===== config.mk =====
export PLATFORM = sky130hd
export DESIGN_NAME = mixm_top
export DESIGN_NICKNAME = d
export VERILOG_FILES = /design/src/rtl/mixm_pkg.sv /design/src/rtl/mixm_coef_bank.sv /design/src/rtl/mixm_seq.sv /design/src/rtl/mixm_mac.sv /design/src/rtl/mixm_top.sv
export SDC_FILE = /design/constraint.sdc
export NUM_CORES = 2
export LEC_CHECK = 0
export ABC_AREA = 1
export CAP_MARGIN = 0
export CORE_UTILIZATION = 63
export CTS_CLUSTER_DIAMETER = 200
export CTS_CLUSTER_SIZE = 40
export DETAILED_ROUTE_END_ITERATION = 10
export PLACE_DENSITY = 0.82
export SLEW_MARGIN = 30
export SYNTH_ARGS = -nofsm -noshare
export SYNTH_HDL_FRONTEND = slang
export SYNTH_SLANG_ARGS = --single-unit

===== constraint.sdc =====
create_clock -name clk -period 10.5 [get_ports clk]
set_clock_uncertainty 0.1 [all_clocks]
set_input_delay 3.15 -clock clk [delete_from_list [all_inputs] [get_ports clk]]
set_output_delay 3.15 -clock clk [all_outputs]
set_load 0.005 [all_outputs]

===== src/rtl/mixm_pkg.sv =====
package mixm_pkg;
   localparam int unsigned N_OUT  = 3;
   localparam int unsigned N_IN   = 2;
   localparam int unsigned N_COEF = N_OUT * N_IN;

   typedef enum logic [1:0] {
      DEF_ZERO,
      DEF_UNITY,
      DEF_HALF
   } coef_def_e;

   // reset value of each coefficient slot, index = 2*output + input
   function automatic coef_def_e coef_default(input int unsigned idx);
      case (idx)
         0, 3:    return DEF_UNITY;
         4, 5:    return DEF_HALF;
         default: return DEF_ZERO;
      endcase
   endfunction
endpackage


===== src/rtl/mixm_coef_bank.sv =====
module mixm_coef_bank
   import mixm_pkg::*;
#(
   parameter int unsigned COEF_W = 24,
   parameter int unsigned SEL_W  = 3
) (
   input  logic                     clk,
   input  logic                     rst_n,
   input  logic                     we,
   input  logic [SEL_W-1:0]         sel,
   input  logic [COEF_W-1:0]        wdata,
   input  logic                     snap,
   output logic [N_COEF*COEF_W-1:0] work_flat
);
   localparam logic [COEF_W-1:0] UNITY_V = {1'b0, {(COEF_W-1){1'b1}}};
   localparam logic [COEF_W-1:0] HALF_V  = {2'b01, {(COEF_W-2){1'b0}}};

   logic [COEF_W-1:0]        live [N_COEF];
   logic [COEF_W-1:0]        work [N_COEF];
   logic [N_COEF*COEF_W-1:0] live_flat;

   for (genvar i = 0; i < N_COEF; i++) begin : g_slot
      localparam coef_def_e         DEF   = coef_default(i);
      localparam logic [COEF_W-1:0] RST_V = (DEF == DEF_UNITY) ? UNITY_V :
                                            (DEF == DEF_HALF)  ? HALF_V  : '0;

      always_ff @(posedge clk) begin
         if (!rst_n)
            live[i] <= RST_V;
         else if (we && (sel == SEL_W'(i)))
            live[i] <= wdata;
      end

      // working copy is frozen for the whole computation of one sample
      always_ff @(posedge clk) begin
         if (!rst_n)
            work[i] <= RST_V;
         else if (snap)
            work[i] <= live[i];
      end

      assign live_flat[i*COEF_W +: COEF_W] = live[i];
      assign work_flat[i*COEF_W +: COEF_W] = work[i];
   end

   p_frozen_r9 : assert property (@(posedge clk) disable iff (!rst_n)
      !snap |=> $stable(work_flat));

   p_bad_sel_r10 : assert property (@(posedge clk) disable iff (!rst_n)
      (we && (int'(sel) >= N_COEF)) |=> $stable(live_flat));
endmodule


===== src/rtl/mixm_seq.sv =====
module mixm_seq #(
   parameter int unsigned N_STEP = 6,
   parameter int unsigned STEP_W = 3
) (
   input  logic              clk,
   input  logic              rst_n,
   input  logic              in_valid,
   output logic              start,
   output logic              busy,
   output logic [STEP_W-1:0] step,
   output logic              out_valid
);
   localparam logic [STEP_W-1:0] LAST = STEP_W'(N_STEP - 1);

   assign start = in_valid && !busy;

   always_ff @(posedge clk) begin
      if (!rst_n) begin
         busy      <= 1'b0;
         step      <= '0;
         out_valid <= 1'b0;
      end else begin
         out_valid <= 1'b0;
         if (start) begin
            busy <= 1'b1;
            step <= '0;
         end else if (busy) begin
            if (step == LAST) begin
               busy      <= 1'b0;
               step      <= '0;
               out_valid <= 1'b1;
            end else begin
               step <= step + 1'b1;
            end
         end
      end
   end

   p_start_r7 : assert property (@(posedge clk) disable iff (!rst_n)
      start |=> (busy && (step == '0)));

   p_done_r7 : assert property (@(posedge clk) disable iff (!rst_n)
      (busy && (step == LAST)) |=> (out_valid && !busy));

   p_pulse_r7 : assert property (@(posedge clk) disable iff (!rst_n)
      out_valid |=> !out_valid);

   p_step_range_r7 : assert property (@(posedge clk) disable iff (!rst_n)
      busy |-> (step <= LAST));
endmodule


===== src/rtl/mixm_mac.sv =====
module mixm_mac
   import mixm_pkg::*;
#(
   parameter int unsigned DATA_W        = 24,
   parameter int unsigned COEF_W        = 24,
   parameter int unsigned GUARD_W       = 2,
   parameter int unsigned STEP_W        = 3,
   parameter bit          ROUND_NEAREST = 1'b0
) (
   input  logic                      clk,
   input  logic                      rst_n,
   input  logic                      start,
   input  logic                      busy,
   input  logic [STEP_W-1:0]         step,
   input  logic [DATA_W-1:0]         in_left,
   input  logic [DATA_W-1:0]         in_right,
   input  logic [N_COEF*COEF_W-1:0]  coef_flat,
   output logic [N_OUT*DATA_W-1:0]   res_flat
);
   localparam int unsigned PROD_W = DATA_W + COEF_W;
   localparam int unsigned ACC_W  = DATA_W + GUARD_W;
   localparam int unsigned SHIFT  = COEF_W - 1;

   localparam logic signed [ACC_W-1:0] MAXV = (ACC_W'(1) <<< (DATA_W - 1)) - ACC_W'(1);
   localparam logic signed [ACC_W-1:0] MINV = -(ACC_W'(1) <<< (DATA_W - 1));

   logic signed [DATA_W-1:0] smp_l, smp_r;
   logic signed [COEF_W-1:0] c_sel;
   logic signed [DATA_W-1:0] s_sel;
   logic signed [PROD_W-1:0] prod, prod_adj;
   logic signed [ACC_W-1:0]  scaled, acc, sum, clip;
   logic signed [DATA_W-1:0] res [N_OUT];

   always_ff @(posedge clk) begin
      if (!rst_n) begin
         smp_l <= '0;
         smp_r <= '0;
      end else if (start) begin
         smp_l <= in_left;
         smp_r <= in_right;
      end
   end

   // one shared multiplier; even steps take the left term, odd steps the right
   always_comb begin
      c_sel = coef_flat[int'(step)*COEF_W +: COEF_W];
      s_sel = step[0] ? smp_r : smp_l;
      prod  = PROD_W'(c_sel) * PROD_W'(s_sel);
   end

   if (ROUND_NEAREST) begin : g_round
      localparam logic signed [PROD_W-1:0] HALF_LSB = PROD_W'(1) <<< (SHIFT - 1);
      assign prod_adj = prod + HALF_LSB;
   end else begin : g_trunc
      assign prod_adj = prod;
   end

   always_comb begin
      scaled = ACC_W'(prod_adj >>> SHIFT);
      sum    = acc + scaled;
      if (sum > MAXV)
         clip = MAXV;
      else if (sum < MINV)
         clip = MINV;
      else
         clip = sum;
   end

   always_ff @(posedge clk) begin
      if (!rst_n)
         acc <= '0;
      else if (busy && !step[0])
         acc <= scaled;
   end

   for (genvar k = 0; k < N_OUT; k++) begin : g_res
      always_ff @(posedge clk) begin
         if (!rst_n)
            res[k] <= '0;
         else if (busy && (step == STEP_W'(2*k + 1)))
            res[k] <= DATA_W'(clip);
      end
      assign res_flat[k*DATA_W +: DATA_W] = res[k];
   end

   p_hold_smp_r8 : assert property (@(posedge clk) disable iff (!rst_n)
      busy |=> ($stable(smp_l) && $stable(smp_r)));

   p_res_idle_r1 : assert property (@(posedge clk) disable iff (!rst_n)
      !busy |=> $stable(res_flat));
endmodule


===== src/rtl/mixm_top.sv =====
module mixm_top
   import mixm_pkg::*;
#(
   parameter int unsigned DATA_W        = 24,
   parameter int unsigned COEF_W        = 24,
   parameter int unsigned GUARD_W       = 2,
   parameter bit          ROUND_NEAREST = 1'b0
) (
   input  logic                     clk,
   input  logic                     rst_n,
   input  logic                     in_valid,
   input  logic signed [DATA_W-1:0] in_left,
   input  logic signed [DATA_W-1:0] in_right,
   input  logic                     coef_we,
   input  logic [2:0]               coef_sel,
   input  logic [COEF_W-1:0]        coef_wdata,
   output logic                     out_valid,
   output logic signed [DATA_W-1:0] out_ch1,
   output logic signed [DATA_W-1:0] out_ch2,
   output logic signed [DATA_W-1:0] out_ch3
);
   localparam int unsigned N_STEP = N_COEF;
   localparam int unsigned STEP_W = $clog2(N_STEP);

   if (GUARD_W < 2) begin : g_chk_guard
      $error("GUARD_W must be at least 2");
   end
   if (COEF_W < 3) begin : g_chk_coef
      $error("COEF_W must be at least 3");
   end
   if (DATA_W < 2) begin : g_chk_data
      $error("DATA_W must be at least 2");
   end

   logic                     start, busy;
   logic [STEP_W-1:0]        step;
   logic [N_COEF*COEF_W-1:0] work_flat;
   logic [N_OUT*DATA_W-1:0]  res_flat;

   mixm_seq #(.N_STEP(N_STEP), .STEP_W(STEP_W)) u_seq (
      .clk      (clk),
      .rst_n    (rst_n),
      .in_valid (in_valid),
      .start    (start),
      .busy     (busy),
      .step     (step),
      .out_valid(out_valid)
   );

   mixm_coef_bank #(.COEF_W(COEF_W), .SEL_W(3)) u_coef (
      .clk      (clk),
      .rst_n    (rst_n),
      .we       (coef_we),
      .sel      (coef_sel),
      .wdata    (coef_wdata),
      .snap     (start),
      .work_flat(work_flat)
   );

   mixm_mac #(
      .DATA_W       (DATA_W),
      .COEF_W       (COEF_W),
      .GUARD_W      (GUARD_W),
      .STEP_W       (STEP_W),
      .ROUND_NEAREST(ROUND_NEAREST)
   ) u_mac (
      .clk      (clk),
      .rst_n    (rst_n),
      .start    (start),
      .busy     (busy),
      .step     (step),
      .in_left  (in_left),
      .in_right (in_right),
      .coef_flat(work_flat),
      .res_flat (res_flat)
   );

   assign out_ch1 = res_flat[0*DATA_W +: DATA_W];
   assign out_ch2 = res_flat[1*DATA_W +: DATA_W];
   assign out_ch3 = res_flat[2*DATA_W +: DATA_W];

   p_busy_no_valid_r8 : assert property (@(posedge clk) disable iff (!rst_n)
      (busy && in_valid) |=> busy || out_valid);
endmodule


Word level (Yosys, flattened, before mapping). Memories as Yosys holds them, arrays and structs flattened. Index checks and enable logic that the tools add are counted.

Bits in registers: 78. Output and inout bits: 73. Memories kept: 3. RAM bits: 360. Logic and storage cells: 111.

Memories: u_coef.live (depth 6, width 24, rd ports 6, clocked after Yosys merged registers in 0, write ports 6, line mixm_coef_bank.sv:18) `logic [COEF_W-1:0] live [N_COEF];`; u_coef.work (depth 6, width 24, rd ports 6, clocked after Yosys merged registers in 0, write ports 6, line mixm_coef_bank.sv:19) `logic [COEF_W-1:0] work [N_COEF];`; u_mac.res (depth 3, width 24, rd ports 3, clocked after Yosys merged registers in 0, write ports 3, line mixm_mac.sv:32) `logic signed [DATA_W-1:0] res [N_OUT];`.

Bitwise gates (word level): 17. Reduce and logical (&&, ||, !) cells: 16. Shifts and indexed selects: 1. Add/sub/neg operators: 2. $mul: 2. Eq/ne operators: 8. $lt $le $gt $ge: 2. Muxes and demuxes: 54.

Operators with widths (number): $mux 24 (18); $shiftx 144x9->24 (1); $mul 24x24->48 (1); $mux 1 (35); $add 25x25->26 (1); $gt 26x24->1 const B (1); $lt 26x24->1 const B (1); $or 1x1->1 (15); $logic_and 1x1->1 (11); $eq 3x2->1 const B (3); $eq 3x3->1 const B (3); $eq 3x1->1 const B (2); $mul 3x2->5 const B (1); $add 3x1->3 const B (1); $logic_not 3->1 (1); $mux 3 (1); $reduce_or 3->1 (1); $logic_not 1->1 (2); $not 1->1 (2); $reduce_or 2->1 (1).

Longest topological paths before layout.
Depth in word-level cells: 8. Mapped depth: 54.

Modules after synthesis. A second synthesis with hierarchy kept.

Cells, all modules: 4400. Area total of the unflattened synthesis: 40492.6 sq um.

Modules (own cells, without submodules): mixm_mac (cells an instance 3605, instances 1, seq. area each 3623.5 sq um, area each 29445.7 sq um); mixm_coef_bank (cells an instance 766, instances 1, seq. area each 8648.3 sq um, area each 10837.9 sq um); mixm_seq (cells an instance 29, instances 1, seq. area each 100.1 sq um, area each 209.0 sq um).

Least setup slack after synthesis. OpenSTA, ideal clock, no wires.

Path kind: reg2reg. Start: reg u_seq.step[0]. End: mem u_mac.res[2][15] (data pin). Stages on the path, launching flop included: 46. Buffers on the path: 6. Clock period less this slack: 9.350 ns. Setup time: 0.270 ns. Data required time: 10.130 ns. Arrival: 8.980 ns. Path slack: 1.150 ns. Cells stage by stage: dfxtp_1 > inv_2 > buf_2 > buf_1 > nor2_1 > nor2_1 > o21ai_0 > and3_1 > clkbuf_1 > buf_2 > nor2_1 > fa_1 > fa_1 > fa_1 > inv_1 > fa_1 > fa_1 > inv_1 > [... 10 more ...] > nand2_1 > nand2_1 > nand2_1 > xor2_1 > inv_1 > ha_1 > nand2_1 > nor2_1 > inv_1 > nor3_1 > nand3_1 > nand3_1 > xor2_1 > o21ai_0 > nand2_1 > buf_2 > buf_2 > a21oi_1.

RTL lines: start: declaration (line mixm_seq.sv:10) `output logic [STEP_W-1:0] step,`; start signal: assignment (line mixm_seq.sv:33) `step <= step + 1'b1;`; end: declaration (line mixm_mac.sv:32).

==> reports/qor.yml <==
finish:
  final_common_cell: "inv_1"
  layout_common_cells: "inv_1 (928), nand2_1 (699), nor2_1 (666)"
  drive_gt1_share_pct: 7.08
  num-fill-cells: 4682
  nets: 5351
  layout-area-overhead-vs-synth_pct: 9.81
synth:
  synth_enable_flop_cells: 360
  synth_area_um2: 39800
  synthTopCellsByArea: "fa_1 (31%), edfxtp_1 (27%), inv_1 (8.8%)"
  synth_top_area_share_pct: 30.5
  async_reset_ff_share_pct: 0
  yosysSeqAreaShare_pct: 31.1
  yosys.area.top_type: "fa_1"
  yosys_register_bits: 438
  synth_nets: 5175
  synthDistinctLibCells: 48
  synthFlopType: "edfxtp_1"
  yosys_warnings: 0
  syn_avg_cell_area_um2: 9.18
  synth_cells: 4333
detailed_routing:
  num_vias: 30300
  drt_iter0_markers: 2971
  drcViolationCount: 0
  routedWlPerCell_um: 20.7
  routed_wl_um: 111000
  antenna_left: 0
  avgViaCountPerCell: 5.65
  drt_pass1_iterations: 7
die:
  core_area_um2: 62100
  num_rows: 91
  dieArea_um2: 64200
  dieHeight_um: 253
  start_util_pct: 64.1
  io_pins: 152
  chipWidth_um: 253
worst_setup_path:
  cp.required_ps: 10800
  crit_family: "adder cells"
  cp-start-kind: "flip-flop"
  critPathMaxFanout: 101
  max_stage_delay_ps: 630
  path_buf_inv: 10
  endpoint_kind: "flip-flop"
  crit_slowest_cell: "fa_1"
  cp.arrival_ps: 10410
  critPathKind: "flip-flop to flip-flop"
job:
  cap_violations: 0
grt:
  grt_max_degree: 172
  antenna_found_initial: 1
  track_usage_pct: 35.9
  overflow: 0
  grt_pass1_vias: 31400
  grt_pass1_wl_um: 172000
place:
  dpl.hpwl_um: 86600
  place.gp.congestion: 1.06
  port_buffers: 151
cts:
  path_clk_slew_ps: 150
  cts_tree: "done"
  cts.sinks: 438
  cts-root-buf: "clkbuf_16"
  clkLatencyLatePin_ps: 560
  htreeDepth: 1
  numCtsBuffers: 15
  hold_buffers: 0
  cts_buffer_depth: 3
sta:
  finalSetupTns_ps: 0
  finalHoldViolations: 0
  max_clock_freq_mhz: 99.0
  max_slew_margin_pct: 32.0
  setup_viol: 0
  rsz0062_at_grt: "false"
  period_minus_slack_ps: 10110
  tightest_slew_ps: 1020
  fin_crit_sh_pct: 96.2
  slew_viol_final: 0
worst_hold_path:
  hp-class: "flip-flop to flip-flop"
status:
  status: "finished, final reports clean"
through the flow:
| stage | area, um2 | utilization [%] | hold slack, ps | worst slack [ps] | cells |
|---|---|---|---|---|---|
| after floorplan | 39800 | - | 346 | 1150 | 4333 |
| after global placement | 43100 | 69.5 | 357 | 444 | 5327 |
| after detailed placement | 43100 | 69.5 | 362 | 339 | 5327 |
| after CTS | 43600 | 70.2 | 383 | 278 | 5353 |
| after global routing | 43700 | 70.4 | 398 | 4.26 | 5356 |
| final | 43700 | 70.4 | 381 | 394 | 5357 |
worst paths after layout:
kind,slack (ps),cells after the start,to,startpoint
max,390,41,u_mac.res[2][19],u_seq.step[0]
min,380,2,u_mac.smp_l[17],u_mac.smp_l[17]
max reg2reg,390,41,u_mac.res[2][19],u_seq.step[0]
min reg2reg,380,2,u_mac.smp_l[17],u_mac.smp_l[17]
area by class of cell:
| type | instances | area, um2 | share of cell area, % |
|---|---|---|---|
| Antenna cell | 2 | 5.00 | 0.0115 |
| Clock buffer | 23 | 405 | 0.928 |
| Clock inverter | 3 | 58.8 | 0.135 |
| Inverter | 947 | 3560 | 8.15 |
| Multi-Input combinational cell | 2770 | 23200 | 53.1 |
| Sequential cell | 438 | 12400 | 28.3 |
| Tap cell | 837 | 1050 | 2.40 |
| Timing Repair Buffer | 337 | 3040 | 6.97 |
kinds of logic after synthesis:
group / after synthesis / share of synthesized area (%)
compound gates: 401 / 5.79
xor+xnor: 51 / 1.18
fa+ha+maj: 763 / 35.5
buf+inv: 1125 / 10.8
flops: 438 / 31.1
simple gates: 1555 / 15.7
repair_timing:
item / in CTS / in global routing
gates resized for setup: 0 / 21
setup buffers: 0 / 1
setup endpoints to repair: 0 / 72
state kept, by name, indices dropped and copies added (netlist names):
signal           flops
u_seq.busy           1
u_coef.live        144
u_mac.smp_r         24
u_seq.out_valid      1
u_mac.acc           25
u_coef.work        144
u_mac.res           72
u_mac.smp_l         24
u_seq.step           3
cells in the mapped netlist (2+ instances only):
master,instances
inv_1,937
nand2_1,703
nor2_1,669
fa_1,607
edfxtp_1,360
ha_1,156
a21oi_1,149
o21ai_0,138
clkbuf_1,117
dfxtp_1,78
nand3_1,67
or2_2,51
buf_2,50
xor2_1,28
o21a_1,25
and3_1,23
a22o_1,22
xnor2_1,20
nor3_1,17
a31oi_1,13
o21ai_1,13
a21o_1,11
o21ai_2,11
nand4_1,9
buf_1,7
inv_2,6
nand2_2,6
clkinv_1,4
a211oi_1,3
buf_4,3
nand3b_1,3
o21bai_1,3
o221ai_1,3
xor2_2,3
a21boi_0,2
nand3_4,2
nor4_1,2
o31ai_1,2
layer usage:
layer	vias to the layer above	global-route usage [%]	wire, um
met3	456	6.63	11100
met4	0	23.3	8300
li1	13400	-	-
met1	14700	45.2	39700
met2	1656	57.2	51500
met5	-	0	0
worst reg2reg max path, delay by kind of cell, from the launching register on:
| kind | cells | cell delay (ps) |
|---|---|---|
| XOR/XNOR | 1 | 330 |
| adder cells (fa/ha/maj) | 9 | 4270 |
| flip-flops | 1 | 440 |
| buffers and inverters | 10 | 1500 |
| AND/OR/NAND/NOR | 12 | 1400 |
| AO/OA/AOI/OAI | 9 | 1910 |
Power is left out: the tool's default activity adds up to more than one toggle a clock period on the data nets, which glitch-free logic cannot reach.
